**config.mk**
```make
export PLATFORM = sky130hd
export DESIGN_NAME = dither_ramp_gen
export DESIGN_NICKNAME = d
export VERILOG_FILES = /design/src/rtl/dr_pkg.sv /design/src/rtl/dr_usec_tick.sv /design/src/rtl/dr_step_div.sv /design/src/rtl/dr_envelope.sv /design/src/rtl/dr_square_wave.sv /design/src/rtl/dither_ramp_gen.sv
export SDC_FILE = /design/constraint.sdc
export NUM_CORES = 1
export LEC_CHECK = 0
export BUFFER_PORTS_ARGS = -buffer_cell sky130_fd_sc_hd__buf_2
export CORE_MARGIN = 1.5
export CORE_UTILIZATION = 50
export DETAILED_ROUTE_END_ITERATION = 16
export PLACE_DENSITY = 0.68
export SLEW_MARGIN = 20
export SYNTH_ARGS = -nofsm -noshare
export SYNTH_HDL_FRONTEND = slang
export SYNTH_HIERARCHICAL = 1
export SYNTH_SLANG_ARGS = --single-unit
```
**constraint.sdc**
```tcl
create_clock -name clk -period 12.08 [get_ports clk]
set_input_delay 0.604 -clock clk [delete_from_list [all_inputs] [get_ports clk]]
set_output_delay 0.604 -clock clk [all_outputs]
set_load 0.02 [all_outputs]
```
**src/rtl/dr_pkg.sv**
```systemverilog
// Shared types for the dither ramp generator.
package dr_pkg;

    // Envelope phase: at rest, fading in, held at full, fading out.
    typedef enum logic [1:0] {
        ENV_IDLE = 2'd0,
        ENV_UP   = 2'd1,
        ENV_FULL = 2'd2,
        ENV_DOWN = 2'd3
    } env_state_t;

endpackage

```
**src/rtl/dr_usec_tick.sv**
```systemverilog
// Microsecond strobe from the system clock.
// Assumes CLK_PER_US >= 1. A value of 1 gives a strobe on every cycle.
module dr_usec_tick #(
    parameter int CLK_PER_US = 50
) (
    input  logic clk,
    input  logic rst_n,
    output logic tick
);

    generate
        if (CLK_PER_US <= 1) begin : g_direct
            // One microsecond per clock: the strobe is always present.
            always_comb tick = 1'b1;
        end else begin : g_count
            localparam int CW = $clog2(CLK_PER_US);
            logic [CW-1:0] cnt;

            // Free-running prescaler that wraps once per microsecond.
            always_ff @(posedge clk) begin
                if (!rst_n) cnt <= '0;
                else        cnt <= (cnt == CW'(CLK_PER_US - 1)) ? '0 : cnt + 1'b1;
            end

            // Strobe on the last count of each microsecond.
            always_comb tick = (cnt == CW'(CLK_PER_US - 1));
        end
    endgenerate

endmodule

```
**src/rtl/dr_step_div.sv**
```systemverilog
// Serial restoring divider: one quotient bit per cycle, DVD_W cycles in total.
// Assumes divisor != 0. A new start aborts any division in progress.
// quot is valid once busy is low.
module dr_step_div #(
    parameter int DVD_W = 23,
    parameter int DVS_W = 16
) (
    input  logic             clk,
    input  logic             rst_n,
    input  logic             start,
    input  logic [DVD_W-1:0] dividend,
    input  logic [DVS_W-1:0] divisor,
    output logic             busy,
    output logic [DVD_W-1:0] quot
);

    localparam int CW = $clog2(DVD_W + 1);

    logic [DVS_W-1:0] rem;
    logic [DVS_W-1:0] dvs_q;
    logic [CW-1:0]    cnt;
    logic [DVS_W:0]   rem_sh;
    logic             ge;

    // Trial subtraction for the next quotient bit.
    always_comb begin
        rem_sh = {rem, quot[DVD_W-1]};
        ge     = (rem_sh >= {1'b0, dvs_q});
    end

    // Shift the dividend through the quotient register, one bit per cycle.
    always_ff @(posedge clk) begin
        if (!rst_n) begin
            busy  <= 1'b0;
            quot  <= '0;
            rem   <= '0;
            dvs_q <= '0;
            cnt   <= '0;
        end else if (start) begin
            busy  <= 1'b1;
            quot  <= dividend;
            rem   <= '0;
            dvs_q <= divisor;
            cnt   <= CW'(DVD_W);
        end else if (busy) begin
            quot <= {quot[DVD_W-2:0], ge};
            rem  <= ge ? DVS_W'(rem_sh - {1'b0, dvs_q}) : rem_sh[DVS_W-1:0];
            cnt  <= cnt - 1'b1;
            if (cnt == CW'(1)) busy <= 1'b0;
        end
    end

endmodule

```
**src/rtl/dr_envelope.sv**
```systemverilog
// Envelope ramp: fades a fixed-point amplitude (FRAC fraction bits) in and out.
// Each edge of req restarts the millisecond counter and starts a division for
// the per-tick step. Assumes the division (AMP_W+FRAC cycles) ends before the
// first millisecond tick after an edge.
module dr_envelope #(
    parameter int AMP_W     = 7,
    parameter int TIME_W    = 16,
    parameter int FRAC      = 16,
    parameter int OFS_FRAC  = 4,
    parameter int US_PER_MS = 1000
) (
    input  logic                      clk,
    input  logic                      rst_n,
    input  logic                      us_tick,
    input  logic                      req,
    input  logic [AMP_W-1:0]          amp,
    input  logic [TIME_W-1:0]         t_up,
    input  logic [TIME_W-1:0]         t_dn,
    output logic                      active,
    output logic [AMP_W+OFS_FRAC-1:0] mag
);
    import dr_pkg::*;

    localparam int ENV_W = AMP_W + FRAC;
    localparam int MSC_W = $clog2(US_PER_MS + 1);

    env_state_t       st;
    logic             req_q;
    logic             rise, fall;
    logic [ENV_W-1:0] env_q;
    logic [AMP_W-1:0] amp_lat;
    logic [MSC_W-1:0] ms_cnt;
    logic             ms_wrap, ms_tick;
    logic [AMP_W-1:0] a_sel;
    logic [TIME_W-1:0] t_sel, dvs;
    logic [ENV_W-1:0] dividend;
    logic [ENV_W-1:0] step;
    logic             div_busy;
    logic [ENV_W-1:0] target;
    logic [ENV_W:0]   up_sum;
    logic [ENV_W-1:0] up_next, dn_next;

    // Edge detection on the request level.
    always_comb begin
        rise = req & ~req_q;
        fall = ~req & req_q;
    end

    // Millisecond strobe from the microsecond strobe.
    always_comb begin
        ms_wrap = (ms_cnt == MSC_W'(US_PER_MS - 1));
        ms_tick = us_tick & ms_wrap;
    end

    // Step operands: ceil(amp * 2^FRAC / t), where a time of 0 is treated as 1.
    always_comb begin
        a_sel    = rise ? amp : amp_lat;
        t_sel    = rise ? t_up : t_dn;
        dvs      = (t_sel == '0) ? TIME_W'(1) : t_sel;
        dividend = {a_sel, {FRAC{1'b0}}} + ENV_W'(dvs) - ENV_W'(1);
    end

    dr_step_div #(
        .DVD_W (ENV_W),
        .DVS_W (TIME_W)
    ) u_div (
        .clk      (clk),
        .rst_n    (rst_n),
        .start    (rise | fall),
        .dividend (dividend),
        .divisor  (dvs),
        .busy     (div_busy),
        .quot     (step)
    );

    // Next envelope values for a step up (saturating) and a step down (floored at 0).
    always_comb begin
        target  = {amp_lat, {FRAC{1'b0}}};
        up_sum  = {1'b0, env_q} + {1'b0, step};
        up_next = (up_sum >= {1'b0, target}) ? target : up_sum[ENV_W-1:0];
        dn_next = (env_q > step) ? (env_q - step) : '0;
    end

    // Ramp state, envelope and timebase. A request edge takes priority over a tick.
    always_ff @(posedge clk) begin
        if (!rst_n) begin
            req_q   <= 1'b0;
            st      <= ENV_IDLE;
            env_q   <= '0;
            amp_lat <= '0;
            ms_cnt  <= '0;
        end else begin
            req_q <= req;
            if (rise) begin
                st      <= ENV_UP;
                amp_lat <= amp;
                ms_cnt  <= '0;
            end else if (fall) begin
                st     <= ENV_DOWN;
                ms_cnt <= '0;
            end else begin
                if (us_tick) ms_cnt <= ms_wrap ? '0 : ms_cnt + 1'b1;
                if (ms_tick) begin
                    case (st)
                        ENV_UP: begin
                            env_q <= up_next;
                            if (up_next == target) st <= ENV_FULL;
                        end
                        ENV_DOWN: begin
                            env_q <= dn_next;
                            if (dn_next == '0) st <= ENV_IDLE;
                        end
                        default: ;
                    endcase
                end
            end
        end
    end

    // Status and output magnitude.
    always_comb begin
        active = (st != ENV_IDLE);
        mag    = env_q[ENV_W-1:FRAC-OFS_FRAC];
    end


    div_ready_chk: assert property (@(posedge clk) disable iff (!rst_n)
        ms_tick |-> !div_busy);


    rise_active_chk: assert property (@(posedge clk) disable iff (!rst_n)
        rise |=> active);


    dn_monotone_chk: assert property (@(posedge clk) disable iff (!rst_n)
        (st == ENV_DOWN && !rise) |=> (env_q <= $past(env_q)));


    idle_zero_chk: assert property (@(posedge clk) disable iff (!rst_n)
        (st == ENV_IDLE) |-> (env_q == '0));

endmodule

```
**src/rtl/dr_square_wave.sv**
```systemverilog
// Square-wave sign: flips every max(period/2, 1) microseconds while active.
// Restarts positive whenever inactive. period may change at any time; the new
// half length is used from the next comparison on.
module dr_square_wave #(
    parameter int PER_W = 16
) (
    input  logic             clk,
    input  logic             rst_n,
    input  logic             us_tick,
    input  logic             active,
    input  logic [PER_W-1:0] period_us,
    output logic             neg
);

    logic [PER_W-1:0] half, last;
    logic [PER_W-1:0] cnt;

    // Last count value of a half period.
    always_comb begin
        half = period_us >> 1;
        last = (half == '0) ? '0 : half - 1'b1;
    end

    // Half-period counter and sign toggle.
    always_ff @(posedge clk) begin
        if (!rst_n || !active) begin
            cnt <= '0;
            neg <= 1'b0;
        end else if (us_tick) begin
            if (cnt >= last) begin
                cnt <= '0;
                neg <= ~neg;
            end else begin
                cnt <= cnt + 1'b1;
            end
        end
    end


    wave_rest_chk: assert property (@(posedge clk) disable iff (!rst_n)
        !active |=> !neg);

endmodule

```
**src/rtl/dither_ramp_gen.sv**
```systemverilog
// Dither offset generator: an envelope that fades in and out, applied to a
// symmetric square wave. The output is a signed duty offset in percent with
// OFS_FRAC fraction bits. Assumes AMP_W+FRAC < CLK_PER_US*US_PER_MS.
module dither_ramp_gen #(
    parameter int CLK_PER_US = 50,
    parameter int US_PER_MS  = 1000,
    parameter int AMP_W      = 7,
    parameter int TIME_W     = 16,
    parameter int PER_W      = 16,
    parameter int FRAC       = 16,
    parameter int OFS_FRAC   = 4,
    localparam int OFS_W     = AMP_W + OFS_FRAC + 1
) (
    input  logic                    clk,
    input  logic                    rst_n,
    input  logic                    dither_req,
    input  logic [AMP_W-1:0]        amp_pct,
    input  logic [PER_W-1:0]        period_us,
    input  logic [TIME_W-1:0]       ramp_up_ms,
    input  logic [TIME_W-1:0]       ramp_dn_ms,
    output logic signed [OFS_W-1:0] duty_ofs,
    output logic                    dither_active
);

    logic                      us_tick;
    logic                      neg;
    logic [AMP_W+OFS_FRAC-1:0] mag;
    logic signed [OFS_W-1:0]   mag_s;

    dr_usec_tick #(.CLK_PER_US(CLK_PER_US)) u_tick (
        .clk   (clk),
        .rst_n (rst_n),
        .tick  (us_tick)
    );

    dr_envelope #(
        .AMP_W     (AMP_W),
        .TIME_W    (TIME_W),
        .FRAC      (FRAC),
        .OFS_FRAC  (OFS_FRAC),
        .US_PER_MS (US_PER_MS)
    ) u_env (
        .clk     (clk),
        .rst_n   (rst_n),
        .us_tick (us_tick),
        .req     (dither_req),
        .amp     (amp_pct),
        .t_up    (ramp_up_ms),
        .t_dn    (ramp_dn_ms),
        .active  (dither_active),
        .mag     (mag)
    );

    dr_square_wave #(.PER_W(PER_W)) u_wave (
        .clk       (clk),
        .rst_n     (rst_n),
        .us_tick   (us_tick),
        .active    (dither_active),
        .period_us (period_us),
        .neg       (neg)
    );

    // Apply the wave sign to the envelope magnitude.
    always_comb begin
        mag_s    = $signed({1'b0, mag});
        duty_ofs = neg ? -mag_s : mag_s;
    end


    quiet_out_chk: assert property (@(posedge clk) disable iff (!rst_n)
        !dither_active |-> (duty_ofs == '0));

endmodule

```
* Yosys cells after proc, flatten, opt, wreduce, memory -nomap -nowiden
Cells that the tools add are included.
** Word-level totals
- Flip-flop bits (word level) :: 127
- Input port bits :: 58
- Output and inout port bits :: 13
- Word-level logic and storage cells :: 95
** Operators by class
- Add/subtract/negate cells :: 11
- Magnitude comparators :: 4
- Eq/ne operators :: 10
- Mux-type cells :: 24
- Bitwise gates (word level) :: 10
- Reductions and logical operators :: 21
** Operators by type and width (count)
- $mux W23 :: 4
- $mux W16 :: 5
- $pmux W23 S2 :: 1
- $logic_not A16 Y1 :: 2
- $add A23 B23 Y24 :: 1
- $ge A24 B23 Y1 :: 1
- $add A23 B16 Y23 :: 1
- $eq A23 B23 Y1 :: 1
- $gt A23 B23 Y1 :: 1
- $logic_not A23 Y1 :: 1
- $sub A23 B1 Y23 const B :: 1
- $sub A23 B23 Y23 :: 1
- $ge A17 B16 Y1 :: 1
- $add A16 B1 Y16 const B :: 1
- $ge A16 B16 Y1 :: 1
- $sub A15 B1 Y16 const B :: 1
- $sub A16 B16 Y16 :: 1
- $mux W12 :: 1
- $neg A11 Y12 :: 1
- $reduce_and A4 Y1 :: 3
- $add A10 B1 Y10 const B :: 1
- $eq A10 B10 Y1 const B :: 1
- $mux W10 :: 1
- $mux W5 :: 2
- other kinds (23) :: 45

* Longest topological paths before layout
- Depth in word-level cells :: 9
- Depth in mapped cells :: 23
- Depth with buffers taken out :: 21

* Hierarchy
Netlist, hierarchy kept.
** Modules (own cells, without submodules)
- dr_envelope :: instances 1, cells each 805, area an instance 6025.8 um^2, sequential area each 860.8 um^2
- dr_step_div :: instances 1, cells each 410, area an instance 3592.2 um^2, sequential area each 1221.2 um^2
- dr_square_wave :: instances 1, cells each 182, area an instance 1456.4 um^2, sequential area each 340.3 um^2
- dr_usec_tick :: instances 1, cells each 28, area an instance 279.0 um^2, sequential area each 120.1 um^2
- dither_ramp_gen :: instances 1, cells each 29, area an instance 222.7 um^2, sequential area each 0.0 um^2

* Worst setup path after synthesis
Ideal clock, no wire load.
- Kind :: in2reg
- From :: input port dither_req
- To :: register u_env.u_div.quot[22]
- Library setup time :: 0.115 ns
- Arrival time :: 4.016 ns
- Required time :: 11.965 ns
- Path slack :: 7.949 ns
- Stages on the path :: 19
- Path buffers :: 3
- Path through :: ha_1 clkbuf_1 clkbuf_1 buf_2 mux2_2 a21o_1 inv_1 ha_1 o21ai_0 or3_1 or2_2 nor2_1 nand3_1 nor2_1 nand3_1 xor2_1 nand2_1 o21ai_0 and2_1
** On the way
- Cells in the longest elaborated chain, start to end :: 7
- Elaborated cells between the ends (all ways) :: 12
- Those cells by class :: add/sub: 2; mux: 4; bitwise: 4; reduce/logical: 2
** Ends and longest elaborated chain
- start: declaration :: line dither_ramp_gen.sv:16 : input logic dither_req,
- $and A1 B1 Y1 * :: line dr_envelope.sv:45 : rise = req & ~req_q;
- $mux W16 * :: line dr_envelope.sv:58 : t_sel = rise ? t_up : t_dn;
- $logic_not A16 Y1 :: line dr_envelope.sv:59 : dvs = (t_sel == '0) ? TIME_W'(1) : t_sel;
- $mux W16 * :: line dr_envelope.sv:59
- named net u_env.dvs[0] :: line dr_envelope.sv:35 : logic [TIME_W-1:0] t_sel, dvs;
- $add A23 B16 Y23 * :: line dr_envelope.sv:60 : dividend = {a_sel, {FRAC{1'b0}}} + ENV_W'(dvs) - ENV_W'(1);
- $sub A23 B1 Y23 * :: line dr_envelope.sv:60
- named net u_env.dividend[22] :: line dr_envelope.sv:36 : logic [ENV_W-1:0] dividend;
- $mux W23 * :: line dr_step_div.sv:39 : end else if (start) begin
- end signal: assignment :: line dr_step_div.sv:41 : quot <= dividend;
- end signal: assignment :: line dr_step_div.sv:46 : quot <= {quot[DVD_W-2:0], ge};
- end: declaration :: line dr_step_div.sv:14 : output logic [DVD_W-1:0] quot
Mark *: on every way through the listed nets, which the timed path passes. The rest lies on a longest branch.
A chain may end at the register's enable or synchronous reset.

* Worst setup path in the final report
- From :: register u_env.u_div.quot[2]
- To :: register u_env.env_q[6]
** On the way
- Cells in the longest elaborated chain, start to end :: 4
- Elaborated cells between the ends (all ways) :: 7
- Those cells by class :: add/sub: 2; order compare: 2; mux: 3
** Ends and longest elaborated chain
- $add A23 B23 Y24 :: line dr_envelope.sv:79 : up_sum = {1'b0, env_q} + {1'b0, step};
- $ge A24 B23 Y1 :: line dr_envelope.sv:80 : up_next = (up_sum >= {1'b0, target}) ? target : up_sum[ENV_W-1:0];
- $mux W23 :: line dr_envelope.sv:80
- $pmux W23 S2 * :: line dr_envelope.sv:104 : case (st)
- end signal: assignment :: line dr_envelope.sv:106 : env_q <= up_next;
- end signal: assignment :: line dr_envelope.sv:110 : env_q <= dn_next;
- end: declaration :: line dr_envelope.sv:30 : logic [ENV_W-1:0] env_q;
Mark *: on every way between the ends. The rest lies on a longest branch, timed or not.

==> flow_summary.json <==
{
  "finClkSkew_ps": 9.130,
  "synth_top_family_by_area": "simple AND/OR/NAND/NOR gates",
  "cp.required_ps": 12350,
  "synth-edff-count": 0,
  "cts_inserted_buffers": 17,
  "fin_ws_ps": 6790,
  "drv_slew": 0,
  "core_sq_mm": 0.02271,
  "hold_class": "in -> reg",
  "startpoint_type": "flip-flop",
  "grt-ovfl-total": 0,
  "die_h_microns": 155.2,
  "syn_to_final_growth_pct": 8.128,
  "path_cells": "inv_1 > ha_1 > nor3b_2 > o31ai_2 > a31oi_2 > a2111o_1 > a21oi_1 > xor2_1 > ha_1 > nand3_1 > nor2_1 > nand3_1 > o211ai_1 > buf_4 > nor3_1 > a2111oi_0 > nor4_1",
  "numPortBuffers": 69,
  "synth_area_leaders": "dfxtp_1 22%, ha_1 10%, xnor2_1 6.2%",
  "fin_crit_ps": 5290,
  "synth_ff_type": "dfxtp_1",
  "powerDensity_mw_per_mm2": 113.2,
  "critPathMaxStageDelay_ps": 800,
  "vias_per_cell": 5.917,
  "gp_congestion": 0.9753,
  "max-vdd-ir-drop_mv": 0.07007,
  "syn_area_per_cell_sq_um": 7.962,
  "fp.dieArea_sq_mm": 0.02407,
  "drtAntennaViolNets": 0,
  "ys_types": 109,
  "yosys.area_share.adder": 0.1100,
  "path_clk_slew_ps": 60,
  "synthMuxAreaShare": 0.06744,
  "startpoint": "u_env/u_div/quot[2]",
  "dp_hpwl_microns": 23060,
  "path_buf_inv": 2,
  "ys_async_sr_fraction": 0,
  "routed_wirelength_microns": 30790,
  "holdBufCountCts": 0,
  "synth_top_cell_by_area": "dfxtp_1",
  "grtUsageTotal": 0.2574,
  "antenna_found_initial": 0,
  "r2r_start": "u_env/u_div/quot[2]",
  "timing.final.crit_share": 0.4379,
  "cts_htree_levels": 4,
  "grt_max_degree": 70,
  "grt_pass1_wl_microns": 49690,
  "fin_nets": 1628,
  "status": "finished, final reports clean",
  "setup_violations": 0,
  "syn_nets": 1612,
  "syn-cell-area_sq_mm": 0.01158,
  "p_leak_uw": 0.005349,
  "first_iter_violations": 663,
  "cts_tree": "yes",
  "critPathTopFamily": "compound AO/OA/AOI/OAI gates",
  "drc": 0,
  "start_util": 0.5098,
  "ys_seq_area_frac": 0.2196,
  "clock_latency_ps": 420,
  "fin_cells": 1767,
  "synth_top_area_share": 0.2196,
  "crit_type": "reg -> reg",
  "grt_pass1_vias": 9795,
  "fillers": 2121,
  "die_x_microns": 155.2,
  "synthSimpleGateAreaFrac": 0.2432,
  "drive_gt1_frac": 0.1188,
  "clockBufferDepth": 2,
  "slew_headroom": 0.3592,
  "cpMaxStageDelayCell": "o211ai_1",
  "synth.yosys.warnings": 6,
  "tightest_slew_ps": 957.0,
  "n_antenna_cell": 0,
  "avgRoutedWirePerCell_microns": 17.42,
  "cts_setup_buffers": 0,
  "ys_ff_latch": 127,
  "num_rows": 55,
  "drt_pre_antenna_iters": 5,
  "cts-root-buf": "clkbuf_16",
  "hold_start": "dither_req",
  "synthXorXnorAreaFrac": 0.09425,
  "final_hold_viol_count": 0,
  "vias": 10460,
  "cap_violations": 0,
  "cp.arrival_ps": 5560,
  "dp_cells": 1736,
  "io_pins": 71,
  "fin_tns_setup_ps": 0,
  "grt_setup_unrepaired": "no",
  "critical_path_peak_fanout": 13,
  "power.total_uw": 1417,
  "fmax_mhz": 189.0,
  "place_ws_ps": 6644,
  "synth_cells": 1454,
  "endpoint_kind": "flip-flop",
  "synth_compound_area_frac": 0.1956,
  "clock-sinks": 127,
  "cts_resized": 0
}
[cell usage after synthesis, types with 5 or more instances]
library cell and count:
nor2b_1 30, o21bai_1 9, o21ai_1 6, nand3b_1 6
ha_1 97, o21a_1 13, a21oi_1 74, o31ai_1 10
inv_1 97, nand3_1 41, or2_2 7, clkbuf_1 41
o21ai_0 62, xnor2_1 82, a21o_1 14, buf_6 5
dfxtp_1 127, buf_4 16, xor2_1 40, nor3b_1 7
and2_1 31, or3_1 13, o221ai_1 8, nor4_1 18
o211ai_1 12, a221oi_1 6, a31oi_1 12, nor2_1 116
o2111ai_1 5, nand2b_1 14, nand4_1 23, buf_2 10
nand2_1 116, a211oi_1 12, o211a_1 6, a2111oi_0 5
nor3_1 58, mux2_2 7, mux2i_1 69
[final cells by class]
type | instances | area (sq um) | share of cell area
inverters | 99 | 371.6 | 0.02969
clock inverters | 12 | 156.4 | 0.01250
flip-flops and latches | 127 | 2544 | 0.2032
clock buffers | 19 | 452.9 | 0.03619
repair buffers | 76 | 397.9 | 0.03179
well taps | 285 | 356.6 | 0.02849
multi-input cells | 1149 | 8238 | 0.6581
[worst paths after layout]
| check | endpoint | slack, ps | cells past startpoint |
|---|---|---|---|
| worst max-delay path | u_env/env_q[6] | 6790 | 17 |
| worst min-delay path | u_env/req_q | 440 | 3 |
| worst max register to register | u_env/env_q[6] | 6790 | 17 |
| worst min register to register | u_env/env_q[0] | 480 | 2 |
[power by group]
group | switching (uW) | internal [uW]
clock | 199 | 336
sequential | 20.4 | 439
combinational | 254 | 168
[per-layer routing]
layer	wire length [microns]	vias to the layer above	global-route usage
li1	-	5220	-
met1	14040	4888	0.3389
met2	14260	287	0.4247
met3	1725	61	0.04262
met4	760	0	0.09158
met5	0	-	0
[worst register-to-register path, delay by kind of cell (launching register included)]
kind / cells / cell delay [ps]
adders and majority gates: 2 / 770
AOI/OAI and AO/OA: 6 / 2670
and+or+nand+nor: 6 / 590
buffers and inverters: 2 / 390
DFF: 1 / 380
xor gates and xnor gates: 1 / 360
[metrics by stage]
step | utilization | cell area (sq um) | hold slack (ps)
finish | 0.5512 | 12520 | 442.9
floorplan | - | 11580 | 444.6
CTS | 0.5512 | 12520 | 427.0
detailed placement | 0.5244 | 11910 | 472.8
global placement | 0.5244 | 11910 | 460.7
global route | 0.5512 | 12520 | 443.7
[flip-flops by register name (all words and copies together) (netlist names), 2 cells and up]
signal              flops
u_env/amp_lat           7
u_env/env_q            23
u_env/ms_cnt           10
u_env/st                2
u_env/u_div/cnt         5
u_env/u_div/dvs_q      16
u_env/u_div/quot       23
u_env/u_div/rem        16
u_tick/g_count.cnt      6
u_wave/cnt             16
[logic make-up after synthesis]
logic type / Yosys count
xor+xnor: 123
mux: 77
flops: 127
buf+inv: 178
fa+ha+maj: 100
compound gates: 317
simple gates: 532
[placed cells by master, fill, tap and decap left out, types with 13 or more instances in the layout]
master	count
nor3_1	58
nor2b_1	30
a21oi_1	74
clkbuf_16	17
o21a_1	13
nand3_1	41
inv_1	96
dfxtp_1	126
nor4_1	16
mux2i_1	69
and2_1	31
o21ai_0	62
nand2_1	116
ha_1	97
xor2_1	40
xnor2_1	82
or3_1	13
nand2b_1	14
buf_2	69
nand4_1	23
nor2_1	116
a21o_1	14
Note: power is estimated with default switching activity, not from simulation.
